`src/rtl/lsc_pkg.sv`:
```
package lsc_pkg;

    typedef enum logic [1:0] {
        ST_RUN  = 2'd0,
        ST_HOLD = 2'd1,
        ST_HALT = 2'd2
    } lsc_state_e;

    typedef struct packed {
        logic commit;
        logic retry;
        logic halt;
    } lsc_ctl_t;

    function automatic int bits_for(input int value);
        return (value < 2) ? 1 : $clog2(value + 1);
    endfunction

endpackage

```
`src/rtl/lsc_retry_fsm.sv`:
```
module lsc_retry_fsm
    import lsc_pkg::*;
#(
    parameter int RETRY_LIMIT = 2
) (
    input  logic     clk,
    input  logic     rst,
    input  logic     ckpt_i,
    input  logic     mismatch_i,
    input  logic     resume_i,
    output lsc_ctl_t ctl_o,
    output logic     err_event_o
);
    localparam int            CW    = bits_for(RETRY_LIMIT);
    localparam logic [CW-1:0] LIM_V = CW'(RETRY_LIMIT);

    lsc_state_e    state_q;
    logic [CW-1:0] consec_q;
    lsc_ctl_t      ctl_q;
    logic          accept;

    assign accept      = (state_q == ST_RUN) && ckpt_i;
    assign err_event_o = accept && mismatch_i;

    always_ff @(posedge clk) begin
        if (rst) begin
            state_q  <= ST_RUN;
            consec_q <= '0;
            ctl_q    <= '0;
        end else begin
            ctl_q.commit <= 1'b0;
            ctl_q.retry  <= 1'b0;
            case (state_q)
                ST_RUN: begin
                    if (ckpt_i) begin
                        if (!mismatch_i) begin
                            ctl_q.commit <= 1'b1;
                            consec_q     <= '0;
                        end else if (consec_q == LIM_V) begin
                            ctl_q.halt <= 1'b1;
                            state_q    <= ST_HALT;
                        end else begin
                            ctl_q.retry <= 1'b1;
                            consec_q    <= consec_q + 1'b1;
                            state_q     <= ST_HOLD;
                        end
                    end
                end
                ST_HOLD: begin
                    if (resume_i) begin
                        state_q <= ST_RUN;
                    end
                end
                default: begin
                    state_q <= ST_HALT;
                end
            endcase
        end
    end

    assign ctl_o = ctl_q;

    assert_no_double_R4: assert property (@(posedge clk) disable iff (rst)
        !(ctl_q.commit && ctl_q.retry));

    assert_consec_bound_R6: assert property (@(posedge clk) disable iff (rst)
        consec_q <= LIM_V);

    assert_hold_ignores_R5: assert property (@(posedge clk) disable iff (rst)
        (state_q == ST_HOLD && ckpt_i) |=> (!ctl_q.commit && !ctl_q.retry));

    assert_halt_sticky_R7: assert property (@(posedge clk) disable iff (rst)
        ctl_q.halt |=> ctl_q.halt);

    assert_quiet_after_halt_R7: assert property (@(posedge clk) disable iff (rst)
        $past(ctl_q.halt) |-> (!ctl_q.commit && !ctl_q.retry));

    assert_match_commits_R3: assert property (@(posedge clk) disable iff (rst)
        (accept && !mismatch_i) |=> (ctl_q.commit && consec_q == '0));

endmodule

```
`config.mk`:
```
export PLATFORM = sky130hd
export DESIGN_NAME = lsc_retry_fsm
export DESIGN_NICKNAME = d
export VERILOG_FILES = /design/src/rtl/lsc_pkg.sv /design/src/rtl/lsc_retry_fsm.sv
export SDC_FILE = /design/constraint.sdc
export NUM_CORES = 1
export LEC_CHECK = 0
export BUFFER_PORTS_ARGS = -buffer_cell sky130_fd_sc_hd__buf_4
export CORE_AREA = 2 2 39 41
export DETAILED_ROUTE_END_ITERATION = 7
export DIE_AREA = 0 0 41 43
export GPL_TIMING_DRIVEN = 0
export PLACE_DENSITY = 0.51
export SYNTH_ARGS = -nofsm -noshare
export SYNTH_HDL_FRONTEND = slang
export SYNTH_SLANG_ARGS = --single-unit
```
`constraint.sdc`:
```
create_clock -name clk -period 1.25 [get_ports clk]
set_clock_uncertainty 0.2 [all_clocks]
set_input_delay 0.1875 -clock clk [delete_from_list [all_inputs] [get_ports clk]]
set_output_delay 0.1875 -clock clk [all_outputs]
set_load 0.02 [all_outputs]
```
Word-level counts from Yosys, hierarchy flattened
Cells that the tools add are included.
- register bits: 7
- output and inout bits: 4
- bitwise gates (word level): 3
- multiplexer cells: 9
- reductions and logical operators: 8
- $add $sub $neg: 1
- equal/unequal tests: 6
- operators by type and width (kind ; number):
    $mux 2 ; 6
    $ne 2x2->1 const B ; 4
    $reduce_and 3->1 ; 2
    $pmux 2 s2 ; 1
    $reduce_and 4->1 ; 1
    $reduce_or 4->1 ; 1
    $not 1->1 ; 3
    $reduce_or 3->1 ; 1
    $add 2x1->2 const B ; 1
    $eq 2x1->1 const B ; 1
    $eq 2x2->1 const B ; 1
    $logic_and 1x1->1 ; 2
    $logic_not 2->1 ; 1
    $mux 1 ; 2

Logic depth before layout (Yosys ltp)
Gate-level depths: netlist of run 1.
- depth after elaboration: 5
- depth in mapped cells: 5

Worst setup path before layout of run 1
OpenSTA, ideal clock, no wires.
- path type: reg2reg
- start point: reg consec_q[0]
- end point: reg consec_q[1]
- period minus slack after synthesis: 1.318 ns
- required time: 0.958 ns
- arrival: 1.026 ns
- path buffers: 0
- stages on the path, launching flop included: 6
- slack: -0.068 ns
- cells stage by stage: dfxtp_1 > inv_1 > ha_1 > and2b_1 > nand2_1 > o32ai_1
- cells in the longest elaborated chain, start to end: 3
- elaborated cells between the ends (all ways): 6
- classes of those cells: add/sub (1); eq/ne (2); mux (2); reduce/logical (1)
- ends and longest elaborated chain (item ; line ; RTL):
    start: declaration ; lsc_retry_fsm.sv:18 ; logic [CW-1:0] consec_q;
    start signal: assignment ; lsc_retry_fsm.sv:44 ; consec_q <= consec_q + 1'b1;
    $add 2x1->2 / $eq 2x2->1 (equally long branches) ; lsc_retry_fsm.sv:44, lsc_retry_fsm.sv:39 ;
    $mux 2 / $ne 2x2->1 (equally long branches) ; - ;
    $mux 2 / $reduce_and 3->1 (equally long branches) ; - ;
Several ways; a longest one is shown, not always the timed one. The select of a mux whose other input is x is not followed.
A chain may end at the register's enable or synchronous reset.

Worst setup path in the final report of run 1
- start point: reg state_q[1]
- end point: reg consec_q[1]
- cells in the longest elaborated chain, start to end: 2
- ends and longest elaborated chain (item ; line ; RTL):
    start: declaration ; lsc_retry_fsm.sv:17 ; lsc_state_e state_q;
    start signal: assignment ; lsc_retry_fsm.sv:27 ; state_q <= ST_RUN;
    start signal: assignment ; lsc_retry_fsm.sv:41 ; state_q <= ST_HALT;
    start signal: assignment ; lsc_retry_fsm.sv:45 ; state_q <= ST_HOLD;
    $logic_not 2->1 ; lsc_retry_fsm.sv:33 ; case (state_q)
    $reduce_and 3->1 (no line) ; - ;
No other way between the ends.

==> summary.txt, run 1 <==
Setup path
  • Worst setup SP type: flip-flop
  • Critical Path AT: approximately 1.4 ns
  • R2r endpoint: consec_q[1]
  • Crit end category: flip-flop
  • Flop2flop setup slack: -0.22 ns
  • Reg2reg path depth: 4
  • Family with the most delay on the worst path: simple AND/OR/NAND/NOR gates
  • Worst r2r src: state_q[1]
  • Delay of the slowest cell on the worst path: 0.39 ns
  • Worst Path Class, Setup: flip-flop to flip-flop
  • Buf/Inv on CP: 1
  • Worst setup startpoint: state_q[1]
  • Crit Path Max Fanout: 4
  • CP required: 1.17 ns
  • Crit-path cells: buf_4, or3b_1, a21oi_2, o32ai_2
  • Crit path max-delay cell type: or3b_1

Synthesis
  • Post-synthesis simple-gate area fraction: 27.64%
  • Adder-cell share of the synthesized area: 8.130%
  • Main combinational cell family by area after synthesis: simple AND/OR/NAND/NOR gates
  • Yosys warns: 0
  • Flops & latches, synth: 7
  • Syn Inst Count: 33
  • Post-synthesis mux area share: 0%
  • Synth Area per Inst: between 9 and 10 µm²
  • Area of the mapped netlist: 307.8 µm²
  • XOR/XNOR Fraction of Synth Area: 0%
  • Sequential area share after synthesis: a little under half
  • Top cells by area, synth: dfxtp_1, ha_1, nand2b_1
  • Yosys top cell area share: between 40 and 50%
  • Synth Area in Compound Gates: 15.04%
  • Syn_nets: 40
  • Cell accounting for the most synthesized area: dfxtp_1
  • Post-synthesis cell type count: 20

Final layout
  • Final core occ: a little over a third
  • Final nets: 56
  • Share of cells above drive strength 1: 52.08%
  • N_diodes: 0
  • Syn-to-layout area delta: 60.98%

Timing
  • Slew at the pin with the worst max-slew slack: ~0.47 ns
  • RSZ-0062 raised after global routing: yes
  • Setup violations, final: 5
  • Rel. slew slack: 68.42%
  • Final WS setup: -0.2199 ns
  • Final Max Slew Viols: 0
  • Final Hold Viols: 0
  • Final period utilization: 117.6%
  • Fmax: 680.3 MHz
  • Tmin final: 1.470 ns

Route
  • DRT iter0 DRCs: 4
  • Drt pass-1 iters: 4
  • Final ANT Viol Nets: 0
  • WL final: ~670 µm
  • Post-route DRC: 0
  • Routed len/inst: around 10 µm
  • Via count: 291
  • Drt via density: 4.547

Placement
  • Gp weighted congestion: 0.7410
  • PortBufs: 7
  • Dpl ws: -0.1028 ns
  • HPWL Detailed: ~430 µm

Clocking
  • Num CTS Buffers: 3
  • CTS clock-pin slew for the worst setup and hold paths: roughly 0.050 ns
  • Root buf cell: clkbuf_4
  • Max Buffers Root-to-Sink: 2
  • CTS tree: done
  • Clk Latency, worst-skew pair: 0.25 ns
  • Total clock sinks: 7
  • H-tree levels: 1

Die
  • Ports: 9
  • Die ar.: 1763 µm²
  • Core ar.: between 1000 and 1500 µm²
  • Die Wd: 41 µm
  • Die Y: 43 µm
  • Starting Density: 22.24%
  • Cell row count: 14

Status
  • Outcome: complete, but fails checks
  • Failing checks: negative setup slack

Hold path
  • Hold path depth: 3
  • Hold Crit Endpoint: state_q[1]
  • Hold Crit Class: input pin to flip-flop
  • HP Start: mismatch_i

Job
  • Number of max-cap violations: 0

Pwr
  • PwrDens: 1072 nW/µm²
  • LEAKAGE: 0.1951 nW
  • Peak supply drop: between 0.4 and 0.5 mV
  • Tot Pwr: 0.5313 mW

Global route
  • GRT Resource Usage Total: about 10%
  • Largest net degree at the start of global routing: 10
  • Total grt overflow: 0
  • First-pass GRT wire length: 1.055 mm
  • Antenna violations before repair: 0
  • Number of global-route vias before repair: 264
## power by group
group | internal [mW] | total [mW] | leakage [nW] | switching, mW
combinational | 0.0440 | 0.0853 | 0.122 | 0.0413
clock | 0.122 | 0.210 | 0.0150 | 0.0877
sequential | 0.230 | 0.236 | 0.0582 | 0.00591
## registers in the layout, indices dropped and copies added, names as in the netlist
register,count
state_q,2
consec_q,2
ctl_o,3
## per-stage QoR
step | area (µm²) | hold slack, ns | setup TNS (ns) | cells
after floorplan | 321.6 | 0.06681 | -0.03387 | 33
after global placement | 394.1 | 0.2121 | -0.2904 | 56
after detailed placement | 394.1 | 0.2126 | -0.2737 | 56
after CTS | 471.7 | 0.01247 | -0.6351 | 63
after global routing | 495.5 | 0.03384 | -0.9542 | 64
final | 495.5 | 0.03654 | -0.6752 | 64
## layer usage
metal	vias up	global-route usage, %	routed length (µm)
li1	146	-	-
met2	11	13.13	327
met5	-	0	0
met3	0	9.424	69
met1	134	9.904	270
met4	0	4.000	0
## worst max path at each step
| stage | to | slack (ns) | cells after the start |
|---|---|---|---|
| 3_3_place_gp | consec_q[1] | -0.11 | 5 |
| 4_1_cts | err_event_o | -0.22 | 3 |
| 6_report | consec_q[1] | -0.22 | 4 |
| 3_5_place_dp | err_event_o | -0.10 | 3 |
| 2_1_floorplan | consec_q[1] | -0.03 | 5 |
| 5_1_grt | err_event_o | -0.27 | 3 |
## area by class of cell
cell class | instances | area (µm²)
buffer | 1 | 3.754
tap | 16 | 20.02
clock buffer | 4 | 26.28
fill | 156 | 888.4
sequential | 7 | 145.1
multi-input combinational | 23 | 201.4
inverter | 2 | 7.507
timing repair buffer | 11 | 91.34
## timing repair
item / CTS / global route
resized for setup: 8 / 3
hold buffers: 1 / 1
endpoints found under the setup margin: 5 / 6
hold endpoints to repair: 1 / 1
pin swaps: 2 / 0
setup buffers: 2 / 0
## cell families after synthesis
group                    Yosys count
AND/OR/NAND/NOR                   15
flip-flops                         7
AO/OA/AOI/OAI                      6
buffers and inverters              3
adder cells (fa/ha/maj)            2
## synth_stat cells
master,number
a41oi_1,1
nand2_1,2
ha_1,2
inv_1,2
o32ai_1,1
dfxtp_1,7
and2_2,1
o31ai_1,1
a211oi_1,1
and2b_1,1
nand2b_1,2
nor2_1,2
nor3_1,2
clkbuf_1,1
nor3b_1,1
nor2b_1,1
nand3_1,2
a21oi_1,1
a21oi_2,1
or3b_1,1
## worst register-to-register path, cell delays in order, from the launching register on
cell and delay, ns:
dfxtp_4 0.34, buf_4 0.14, or3b_1 0.39, a21oi_2 0.17, o32ai_2 0.09
## cells in the final DEF (no fill, tap or decap), drive strengths merged, types with 2 or more instances in the layout
cell type,n
dfxtp,7
nor3,2
nand2,2
ha,2
dlygate4sd3,2
nand3,2
buf,9
a21oi,2
clkbuf,5
nand2b,2
inv,2
nor2,2
Power figures use the tool's default switching activity.
==> inputs of run 2 (changes only) <==
- REMOVE_ABC_BUFFERS: not set -> 1
==> run 2 against run 1 <==
The flow still finishes with violations (negative setup slack). Worst setup slack improved by 0.027 ns. Utilization increased by 5.2 points. Worst hold slack lost 0.020 ns. Register-to-register slack better by 0.07 ns. Die area stayed put. Largest power group unchanged. Clock power barely moved. Combinational power increased by 31%. Sequential cell count did not move. Cell count rose by 7.8%. Fmax up 1.9%. Count of clock-buffer cells in the layout unchanged. Highest routed layer is now met4. First-iteration DRC count is 100% lower.
==> summary.txt, run 2 (synthesized netlist as in run 1, its figures left out) <==
Timing
  • Final period utilization: 115.5% (-2.1 points)
  • Slew at the pin with the worst max-slew slack: 0.3221 ns (-0.1516 ns)
  • Hold Worst Slack: 0.01620 ns (-0.02034 ns)
  • Tmin final: 1.443 ns (-0.02676 ns)
  • Setup violations, final: 4 (-1)
  • TNS Setup: -0.5319 ns (+0.1433 ns)
  • Rel. slew slack: 78.48% (+10 points)
  • Fmax: 692.9 MHz (+1.9%)
  • RSZ-0062 raised after global routing: yes
  • Final WS setup: -0.1931 ns (+0.02676 ns)
  • Final Max Slew Viols: 0 (unchanged)
  • Final Hold Viols: 0 (unchanged)

Setup path
  • Crit Path Max Fanout: 2 (-2)
  • Worst setup SP type: flip-flop
  • Worst Path Class, Setup: flip-flop to output port
  • CP required: 0.86 ns (-0.31 ns)
  • Crit end category: output port
  • Critical Path AT: 1.06 ns (-0.33 ns)

Die
  • Starting Density: 22.24% (unchanged)
  • Core ar.: 1384 µm² (unchanged)
  • Die Wd: 41 µm (unchanged)
  • Cell row count: 14 (unchanged)
  • Die ar.: 1763 µm² (unchanged)
  • Die Y: 43 µm (unchanged)
  • Ports: 9 (unchanged)

Pwr
  • Tot Pwr: 0.5641 mW (+6.2%)
  • Sw power: 0.1476 mW (+9.5%)
  • Comb power frac: 19.9% (+3.9 points)
  • Sequential share of power: 42.4% (-2.1 points)
  • Sw Share: 26.17% (+0.79 points)
  • Clock power frac: 37.7% (-1.8 points)
  • PwrDens: 995.3 nW/µm² (-7.2%)
  • Peak supply drop: 0.4028 mV (-2.9%)
  • LEAKAGE: 0.2260 nW (+16%)
  • Cell internal pwr: 0.4165 mW (+5.1%)

Final layout
  • Filler cells: 138 (-12%)
  • N_diodes: 0 (unchanged)
  • Syn-to-layout area delta: 84.15%
  • Share of cells above drive strength 1: 67.92% (+16 points)
  • Most common cell after layout, fill and taps aside: buf_4
  • Final nets: 61 (+8.9%)
  • Final Cell Area: 566.8 µm² (+14%)
  • Final core occ: 40.96% (+5.2 points)
  • Commonest cells after routing, fill and taps aside: buf_4, dfxtp_2, clkbuf_4, dfxtp_1
  • Max FFs per register: 3 (unchanged)

Route
  • Drt pass-1 iters: 1 (-3)
  • Drt via density: 4.609 (+1.4%)
  • Post-route DRC: 0 (unchanged)
  • Final ANT Viol Nets: 0 (unchanged)
  • Routed len/inst: 12.35 µm (+18%)
  • DRT iter0 DRCs: 0 (-4)
  • Via count: 318 (+9.3%)
  • WL final: 852 µm (+28%)

Job
  • Number of max-cap violations: 0 (unchanged)

Global route
  • Total grt overflow: 0 (unchanged)
  • Number of global-route vias before repair: 338 (+28%)
  • Largest net degree at the start of global routing: 10 (unchanged)
  • GRT Resource Usage Total: 13.47% (+3.7 points)
  • Antenna violations before repair: 0 (unchanged)
  • First-pass GRT wire length: 1.407 mm (+33%)

Clocking
  • CTS tree: done
  • Clk Latency, worst-skew pair: 0.26 ns (about the same)
  • H-tree levels: 1 (unchanged)
  • Num CTS Buffers: 3 (unchanged)
  • Max Buffers Root-to-Sink: 2 (unchanged)
  • CTS clock-pin slew for the worst setup and hold paths: 0.05 ns (about the same)
  • Root buf cell: clkbuf_4
  • Total clock sinks: 7 (unchanged)

Placement
  • Placed cell areas: 384.1 µm² (-2.5%)
  • Gp weighted congestion: 0.6090 (-18%)
  • HPWL Detailed: 439.1 µm (+1.3%)
  • PortBufs: 8 (+1)

Status
  • Outcome: complete, but fails checks
  • Failing checks: negative setup slack

Hold path
  • Hold Crit Class: input pin to flip-flop
-- run 2: final cells by class --
class / instances / area [µm²] / share of cell area, %
Clock buffer: 4 / 26.28 / 4.636
Timing Repair Buffer: 17 / 136.4 / 24.06
Tap cell: 16 / 20.02 / 3.532
Sequential cell: 7 / 145.1 / 25.61
Inverter: 2 / 7.507 / 1.325
Multi-Input combinational cell: 23 / 231.5 / 40.84
-- run 2: path summary, 6_finish.rpt --
kind | startpoint | to | slack, ns | cells past startpoint
min | resume_i | state_q[0] | 0.02 | 3
min reg2reg | ctl_o[0] | ctl_o[0] | 0.30 | 2
max reg2reg | state_q[1] | consec_q[1] | -0.15 | 4
max | state_q[1] | err_event_o | -0.19 | 3
-- run 2: per-layer routing --
metal  routed length, µm  part of all wire, %  GRT usage (%)
met1                 286                   34          11.61
met2                 471                   55          21.25
met3                  41                  4.8          4.712
met4                  53                  6.2          14.00
met5                   0                    0              0
-- run 2: worst max-delay path: stages, from the launching register on --
cell	delay, ns
dfxtp_2	0.32
nor3b_2	0.21
and2_4	0.17
buf_6	0.10
-- run 2: metrics by stage --
step	setup slack (ns)	std cells
6_report	-0.1931	69
5_1_grt	-0.2522	69
4_1_cts	-0.1907	69
3_5_place_dp	-0.1766	56
3_3_place_gp	-0.1611	56
2_1_floorplan	-0.06781	32
-- run 2: timing repair --
action	4_1_cts	5_1_grt
hold buffers	2	0
resized for setup	13	8
gates cloned	0	0
setup buffers	7	0
pin swaps	2	3
setup endpoints to repair	5	8
endpoints found under the hold margin	6	0
-- run 2: power by group through the flow --
stage          logic (mW)  clock network, mW  registers [mW]
6_report            0.112              0.213           0.239
5_1_grt             0.121              0.233           0.240
4_1_cts            0.0965              0.222           0.238
3_5_place_dp       0.0632                  0           0.241
3_3_place_gp       0.0634                  0           0.241
2_1_floorplan      0.0314                  0           0.244
